<file path="config.mk">
export PLATFORM = sky130hd
export DESIGN_NAME = sdram_cmd_sequencer
export DESIGN_NICKNAME = d
export VERILOG_FILES = /design/src/rtl/sdram_seq_pkg.sv /design/src/rtl/sdram_wait_counter.sv /design/src/rtl/sdram_bank_tracker.sv /design/src/rtl/sdram_cmd_sequencer.sv
export SDC_FILE = /design/constraint.sdc
export NUM_CORES = 1
export LEC_CHECK = 0
export BUFFER_PORTS_ARGS = -buffer_cell sky130_fd_sc_hd__buf_4
export CORE_MARGIN = 1.5
export CORE_UTILIZATION = 59
export DETAILED_ROUTE_END_ITERATION = 8
export PLACE_DENSITY = 0.85
export SLEW_MARGIN = 30
export SYNTH_ARGS = -nofsm -noshare
export SYNTH_HDL_FRONTEND = slang
export SYNTH_HIERARCHICAL = 1
export SYNTH_SLANG_ARGS = --single-unit
</file>
<file path="constraint.sdc">
create_clock -name clk -period 3.7 [get_ports clk]
set_input_delay 0.37 -clock clk [delete_from_list [all_inputs] [get_ports clk]]
set_output_delay 0.37 -clock clk [all_outputs]
set_load 0.02 [all_outputs]
</file>
<file path="src/rtl/sdram_seq_pkg.sv">
// Shared types for the SDRAM per-request command sequencer.
package sdram_seq_pkg;

    // Sequencer states: one waiting state per command kind.
    typedef enum logic [2:0] {
        ST_IDLE,
        ST_PRE,
        ST_ACT,
        ST_ACC,
        ST_PALL,
        ST_REF
    } seq_state_t;

endpackage

</file>
<file path="src/rtl/sdram_wait_counter.sv">
// Down-counter for a fixed command-to-command delay.
// Loaded with DELAY-1 when the earlier command issues, so `done` rises
// exactly DELAY cycles after that command. Assumes DELAY >= 1.
module sdram_wait_counter #(
    parameter int DELAY = 3
) (
    input  logic clk,
    input  logic rst_n,
    input  logic clr,
    input  logic load,
    output logic done
);
    localparam int CNT_W = $clog2(DELAY + 1);
    localparam logic [CNT_W-1:0] LOAD_VAL = CNT_W'(DELAY - 1);

    logic [CNT_W-1:0] cnt_q;

    // Load on the starting command, then count down to zero and hold.
    always_ff @(posedge clk) begin
        if (!rst_n || clr)
            cnt_q <= '0;
        else if (load)
            cnt_q <= LOAD_VAL;
        else if (cnt_q != '0)
            cnt_q <= cnt_q - 1'b1;
    end

    assign done = (cnt_q == '0);

    // Delay of more than one cycle must block the follow-on command
    // in the next cycle (covers R5 for the precharge wait, R6 for activate).
    generate
        if (DELAY > 1) begin : g_gap
            p_gap_blocks_r5: assert property (@(posedge clk) disable iff (!rst_n || clr)
                load |=> !done);
        end
    endgenerate

endmodule

</file>
<file path="src/rtl/sdram_bank_tracker.sv">
// Open-row bookkeeping for every bank.
// An activate opens a bank on the given row, a single precharge closes
// only the addressed bank, and precharge-all or refresh closes all banks.
// Assumes at most one of the three update inputs is high per cycle.
module sdram_bank_tracker #(
    parameter int NUM_BANKS = 4,
    parameter int ROW_W     = 13,
    localparam int BANK_W   = $clog2(NUM_BANKS)
) (
    input  logic                              clk,
    input  logic                              rst_n,
    input  logic                              clr,
    input  logic                              open_en,
    input  logic                              close_en,
    input  logic                              close_all,
    input  logic [BANK_W-1:0]                 bank,
    input  logic [ROW_W-1:0]                  row,
    output logic [NUM_BANKS-1:0]              open_vec,
    output logic [NUM_BANKS-1:0][ROW_W-1:0]   open_rows
);
    logic [NUM_BANKS-1:0]            open_q;
    logic [NUM_BANKS-1:0][ROW_W-1:0] rows_q;

    // Update the open flag and row of each bank from the issued command.
    always_ff @(posedge clk) begin
        if (!rst_n || clr) begin
            open_q <= '0;
            rows_q <= '0;
        end else begin
            for (int b = 0; b < NUM_BANKS; b++) begin
                if (close_all)
                    open_q[b] <= 1'b0;
                else if (close_en && bank == BANK_W'(b))
                    open_q[b] <= 1'b0;
                else if (open_en && bank == BANK_W'(b)) begin
                    open_q[b] <= 1'b1;
                    rows_q[b] <= row;
                end
            end
        end
    end

    assign open_vec  = open_q;
    assign open_rows = rows_q;

    generate
        for (genvar i = 0; i < NUM_BANKS; i++) begin : g_chk
            p_act_opens_r2: assert property (@(posedge clk) disable iff (!rst_n || clr)
                (open_en && !close_all && bank == BANK_W'(i)) |=> (open_q[i] && rows_q[i] == $past(row)));
            p_pre_closes_one_r11: assert property (@(posedge clk) disable iff (!rst_n || clr)
                (close_en && bank == BANK_W'(i)) |=> !open_q[i]);
            p_pre_keeps_other_r11: assert property (@(posedge clk) disable iff (!rst_n || clr)
                (close_en && !close_all && bank != BANK_W'(i)) |=> (open_q[i] == $past(open_q[i])));
        end
    endgenerate

    p_all_closed_r8: assert property (@(posedge clk) disable iff (!rst_n || clr)
        close_all |=> (open_q == '0));

endmodule

</file>
<file path="src/rtl/sdram_cmd_sequencer.sv">
// Per-request SDRAM command sequencer.
// Captures one access or refresh request in idle and issues the shortest
// legal command series. Row state comes from sdram_bank_tracker. The
// precharge-to-activate and activate-to-access gaps come from two
// sdram_wait_counter instances. Every other spacing rule is assumed to be
// enforced by the external enables. Command outputs are combinational.
module sdram_cmd_sequencer
    import sdram_seq_pkg::*;
#(
    parameter int NUM_BANKS = 4,
    parameter int ROW_W     = 13,
    parameter int COL_W     = 10,
    parameter int BURST_W   = 2,
    parameter int TRP_CYC   = 3,
    parameter int TRCD_CYC  = 3,
    localparam int BANK_W   = $clog2(NUM_BANKS)
) (
    input  logic                 clk,
    input  logic                 rst_n,
    input  logic                 clr,
    input  logic                 req_valid,
    input  logic                 req_refresh,
    input  logic                 req_write,
    input  logic [BANK_W-1:0]    req_bank,
    input  logic [ROW_W-1:0]     req_row,
    input  logic [COL_W-1:0]     req_col,
    input  logic [BURST_W-1:0]   req_burst,
    output logic                 req_ready,
    input  logic [NUM_BANKS-1:0] en_pre,
    input  logic [NUM_BANKS-1:0] en_act,
    input  logic [NUM_BANKS-1:0] en_rd,
    input  logic [NUM_BANKS-1:0] en_wr,
    input  logic                 en_pre_all,
    input  logic                 en_refresh,
    output logic                 cmd_pre,
    output logic                 cmd_act,
    output logic                 cmd_rd,
    output logic                 cmd_wr,
    output logic                 cmd_pre_all,
    output logic                 cmd_refresh,
    output logic [BANK_W-1:0]    cmd_bank,
    output logic [ROW_W-1:0]     cmd_row,
    output logic [COL_W-1:0]     cmd_col,
    output logic [BURST_W-1:0]   cmd_burst
);
    seq_state_t state_q, state_d;

    logic               q_write;
    logic [BANK_W-1:0]  q_bank;
    logic [ROW_W-1:0]   q_row;
    logic [COL_W-1:0]   q_col;
    logic [BURST_W-1:0] q_burst;

    logic [NUM_BANKS-1:0]            open_vec;
    logic [NUM_BANKS-1:0][ROW_W-1:0] open_rows;
    logic trp_done, trcd_done;
    logic fire_pre, fire_act, fire_acc, fire_pall, fire_ref;
    logic acc_en;

    // Gate each pending command with its enable and the internal waits.
    always_comb begin
        acc_en    = q_write ? en_wr[q_bank] : en_rd[q_bank];
        fire_pre  = (state_q == ST_PRE)  && en_pre[q_bank];
        fire_act  = (state_q == ST_ACT)  && trp_done && en_act[q_bank];
        fire_acc  = (state_q == ST_ACC)  && trcd_done && acc_en;
        fire_pall = (state_q == ST_PALL) && en_pre_all;
        fire_ref  = (state_q == ST_REF)  && en_refresh;
    end

    // Pick the sequence on acceptance, then step on each issued command.
    always_comb begin
        state_d = state_q;
        unique case (state_q)
            ST_IDLE: if (req_valid) begin
                if (req_refresh)
                    state_d = ST_PALL;
                else if (!open_vec[req_bank])
                    state_d = ST_ACT;
                else if (open_rows[req_bank] == req_row)
                    state_d = ST_ACC;
                else
                    state_d = ST_PRE;
            end
            ST_PRE:  if (fire_pre)  state_d = ST_ACT;
            ST_ACT:  if (fire_act)  state_d = ST_ACC;
            ST_ACC:  if (fire_acc)  state_d = ST_IDLE;
            ST_PALL: if (fire_pall) state_d = ST_REF;
            ST_REF:  if (fire_ref)  state_d = ST_IDLE;
            default: state_d = ST_IDLE;
        endcase
    end

    // Hold the state and capture the request fields on acceptance.
    always_ff @(posedge clk) begin
        if (!rst_n || clr) begin
            state_q <= ST_IDLE;
            q_write <= 1'b0;
            q_bank  <= '0;
            q_row   <= '0;
            q_col   <= '0;
            q_burst <= '0;
        end else begin
            state_q <= state_d;
            if (state_q == ST_IDLE && req_valid) begin
                q_write <= req_write;
                q_bank  <= req_bank;
                q_row   <= req_row;
                q_col   <= req_col;
                q_burst <= req_burst;
            end
        end
    end

    sdram_bank_tracker #(
        .NUM_BANKS (NUM_BANKS),
        .ROW_W     (ROW_W)
    ) u_tracker (
        .clk       (clk),
        .rst_n     (rst_n),
        .clr       (clr),
        .open_en   (fire_act),
        .close_en  (fire_pre),
        .close_all (fire_pall || fire_ref),
        .bank      (q_bank),
        .row       (q_row),
        .open_vec  (open_vec),
        .open_rows (open_rows)
    );

    sdram_wait_counter #(.DELAY(TRP_CYC)) u_trp_wait (
        .clk   (clk),
        .rst_n (rst_n),
        .clr   (clr),
        .load  (fire_pre),
        .done  (trp_done)
    );

    sdram_wait_counter #(.DELAY(TRCD_CYC)) u_trcd_wait (
        .clk   (clk),
        .rst_n (rst_n),
        .clr   (clr),
        .load  (fire_act),
        .done  (trcd_done)
    );

    assign cmd_pre     = fire_pre;
    assign cmd_act     = fire_act;
    assign cmd_rd      = fire_acc && !q_write;
    assign cmd_wr      = fire_acc && q_write;
    assign cmd_pre_all = fire_pall;
    assign cmd_refresh = fire_ref;
    assign req_ready   = fire_acc || fire_ref;
    assign cmd_bank    = q_bank;
    assign cmd_row     = q_row;
    assign cmd_col     = q_col;
    assign cmd_burst   = q_burst;

    p_one_cmd_r9: assert property (@(posedge clk) disable iff (!rst_n || clr)
        $onehot0({cmd_pre, cmd_act, cmd_rd, cmd_wr, cmd_pre_all, cmd_refresh}));
    p_act_on_closed_r2: assert property (@(posedge clk) disable iff (!rst_n || clr)
        cmd_act |-> !open_vec[cmd_bank]);
    p_pre_on_open_r4: assert property (@(posedge clk) disable iff (!rst_n || clr)
        cmd_pre |-> open_vec[cmd_bank]);
    p_access_row_open_r3: assert property (@(posedge clk) disable iff (!rst_n || clr)
        (cmd_rd || cmd_wr) |-> (open_vec[cmd_bank] && open_rows[cmd_bank] == cmd_row));
    p_refresh_all_closed_r8: assert property (@(posedge clk) disable iff (!rst_n || clr)
        cmd_refresh |-> (open_vec == '0));

endmodule

</file>
==> impl_metrics.tcl <==
set metrics [dict create \
    cts_root_buffer "clkbuf_8" \
    dp_hpwl_um 6578 \
    cap_violations 0 \
    clk_latency_ns 0.35 \
    synth_top_flop_cell "dfxtp_1" \
    worst_pin_slew_ns 0.8593 \
    grt_pass1_wl_um 15060 \
    syn-instance-count 443 \
    ys_types 42 \
    synthAdderAreaFrac_pct 0 \
    cts-hold-fix-buffers 0 \
    path_clk_slew_ns 0.09 \
    r2r_slack_ns 0.82 \
    dp.cells 602 \
    drt_first_iter_violations 193 \
    syn_to_final_growth_pct 20.98 \
    crit_chain "mux4_2 > nand2b_1 > nor3b_1 > buf_4 > or3b_1 > or2_1 > mux2i_1" \
    path_max_fanout 13 \
    wire_per_inst_um 15.64 \
    min_path_type "in -> reg" \
    synthArstFlopShare_pct 0 \
    slowest_delay_ns 0.63 \
    viasPerCell 5.524 \
    fin_setup_tns_ns 0 \
    ys.warnings.count 6 \
    finClkSkew_ns 0.01223 \
    crit_buf_inv 1 \
    syn_area_um2 4199 \
    finalNetCount 568 \
    dr.pass1.iters 5 \
    rsz0062_at_grt "false" \
    routed_wl_um 9664 \
    fp-row-count 30 \
    synth_area_leader_cell "dfxtp_1" \
    cellPowerDensity_nw_per_um2 380.3 \
    synthTopCellsByCount "130 x nand2_1, 91 x dfxtp_1, 61 x mux2i_1" \
    synth_seq_cells 91 \
    die_area_um2 7632 \
    synth_xor_area_share_pct 3.546 \
    grt_pass1_vias 3205 \
    fp.dieH_um 87.36 \
    cp_slowest_cell "dfxtp_1" \
    synth_top_family_by_area "multiplexers" \
    post_cts_resize_count 0 \
    muxShareOfSynthArea_pct 22.59 \
    layout.cells.non_filler 618 \
    yosys.cell_count.top_type "nand2_1" \
    synth_edf_count 0 \
    outcome "complete, no violations" \
    max-slew-margin-rel_pct 42.58 \
    cts-htree-levels 3 \
    drive_gt1_share_pct 25.29 \
    track_usage_pct 25.79 \
    antenna_found_initial 0 \
    final_hold_viol_count 0 \
    netlist_top_cells_area "dfxtp_1 43%, mux2i_1 15%, nand2_1 12%" \
    start_kind "register" \
    die_width_um 87.36 \
    cts.sinks 91 \
    start_util_pct 61.47 \
    cts_buffers 9 \
    syn-num-nets 494 \
    fmax_mhz 347.0 \
    antenna-diode-count 0 \
    grt_max_degree 36 \
    crit_type "reg -> reg" \
    vias 3414 \
    io_pins 85 \
    cts_tree "built" \
    fin_crit_ns 2.882 \
    p_leak_uw 0.002235 \
    final_antenna_net_count 0 \
    ys_seq_area_share_pct 43.38 \
    end_kind "register" \
    numPortBuffers 84 \
    core_area_um2 6832 \
    drc 0 \
    gp_congestion 0.8576 \
    post_cts_buffers 0 \
    avgSynthCellArea_um2 9.479 \
    synth_compound_area_share_pct 6.973 \
    finalSetupViolCount 0 \
    cp.arrival_ns 3.08 \
    gr-total-overflow 0 \
    cts_buffer_depth 2 \
    period_share_pct 77.88 \
    synth_top_area_share_pct 43.38 \
    synthSimpleGateAreaFrac_pct 19.16 \
    drv_slew 0 \
    required_ns 3.90 \
    irDropWorstVdd_mv 0.4290 \
    cp_top_family "simple AND/OR/NAND/NOR gates" \
]
[per-layer routing]
metal  track usage [%]  vias to the layer above  share of wire, %
met4             12.12                        0               2.1
li1                  -                     1665                 -
met3             5.118                       20               6.6
met2             43.29                      127                50
met1             31.77                     1602                41
met5                 0                        -                 0
[cell families (layout without fill, tap and decap cells)]
family | Yosys count | in the layout
AO/OA/AOI/OAI | 47 | 47
XOR/XNOR | 17 | 17
buffers and inverters | 33 | 112
flip-flops | 91 | 91
multiplexers | 76 | 76
AND/OR/NAND/NOR | 179 | 179
[where the power goes]
group	switching [µW]	leakage (µW)	internal, µW
Combinational	111	0.00139	91.0
Clock	345	0.000111	383
Sequential	11.3	0.000735	990
Total	467	0.00223	1460
[tightest hold or removal path: stages]
cell	delay (ns)
buf_4	0.11
nand2_1	0.05
a21oi_1	0.05
[flip-flops by register name, summed over array words and instances, names as in the netlist]
name	cells
u_tracker/open_rows	52
cmd_row	13
cmd_col	10
u_tracker/open_vec	4
state_q	3
cmd_bank	2
cmd_burst	2
u_trcd_wait/cnt_q	2
u_trp_wait/cnt_q	2
q_write	1
[cell type report]
class	count	area [µm²]
Multi-Input combinational cell	319	2205
Sequential cell	91	1822
Fill cell	500	1752
Timing Repair Buffer	92	703.2
Clock buffer	10	127.6
Tap cell	96	120.1
Clock inverter	6	87.58
Inverter	4	15.01
[cell usage in the layout, fill, tap and decap left out, drive strengths merged, types with 2 or more instances in the layout]
cell type    n
nand2      130
buf         92
dfxtp       91
mux2i       61
a21oi       34
nor2        15
mux4        14
clkbuf      10
xor2         9
xnor2        8
nand2b       8
nand3        6
inv          6
nor4         3
nor3         3
o221a        3
nor2b        3
o21ai        2
o31ai        2
or3          2
bufinv       2
clkinv       2
nor4b        2
or2          2
[final timing paths]
path | from | end | cells after the start
max | cmd_bank[0]$_SDFFE_PP0P_ | u_tracker/open_rows[45]$_SDFFE_PP0P_ | 7
min | req_col[2] | cmd_col[2]$_SDFFE_PP0P_ | 3
min reg2reg | u_tracker/open_rows[38]$_SDFFE_PP0P_ | u_tracker/open_rows[38]$_SDFFE_PP0P_ | 2
max reg2reg | cmd_bank[0]$_SDFFE_PP0P_ | u_tracker/open_rows[45]$_SDFFE_PP0P_ | 7
[per-stage QoR]
step	total power [µW]	hold WS, ns	utilization (%)	cell area [µm²]	setup WS (ns)
after detailed placement	1226	0.4467	71.21	4865	0.8320
after global placement	1221	0.4404	71.21	4865	0.9270
after global routing	2000	0.2422	74.36	5080	0.6690
after CTS	1941	0.2506	74.36	5080	0.8088
final	1932	0.2579	74.36	5080	0.8185
after floorplan	1135	0.4301	-	4199	0.4671
Note: power is estimated with default switching activity, not from simulation.
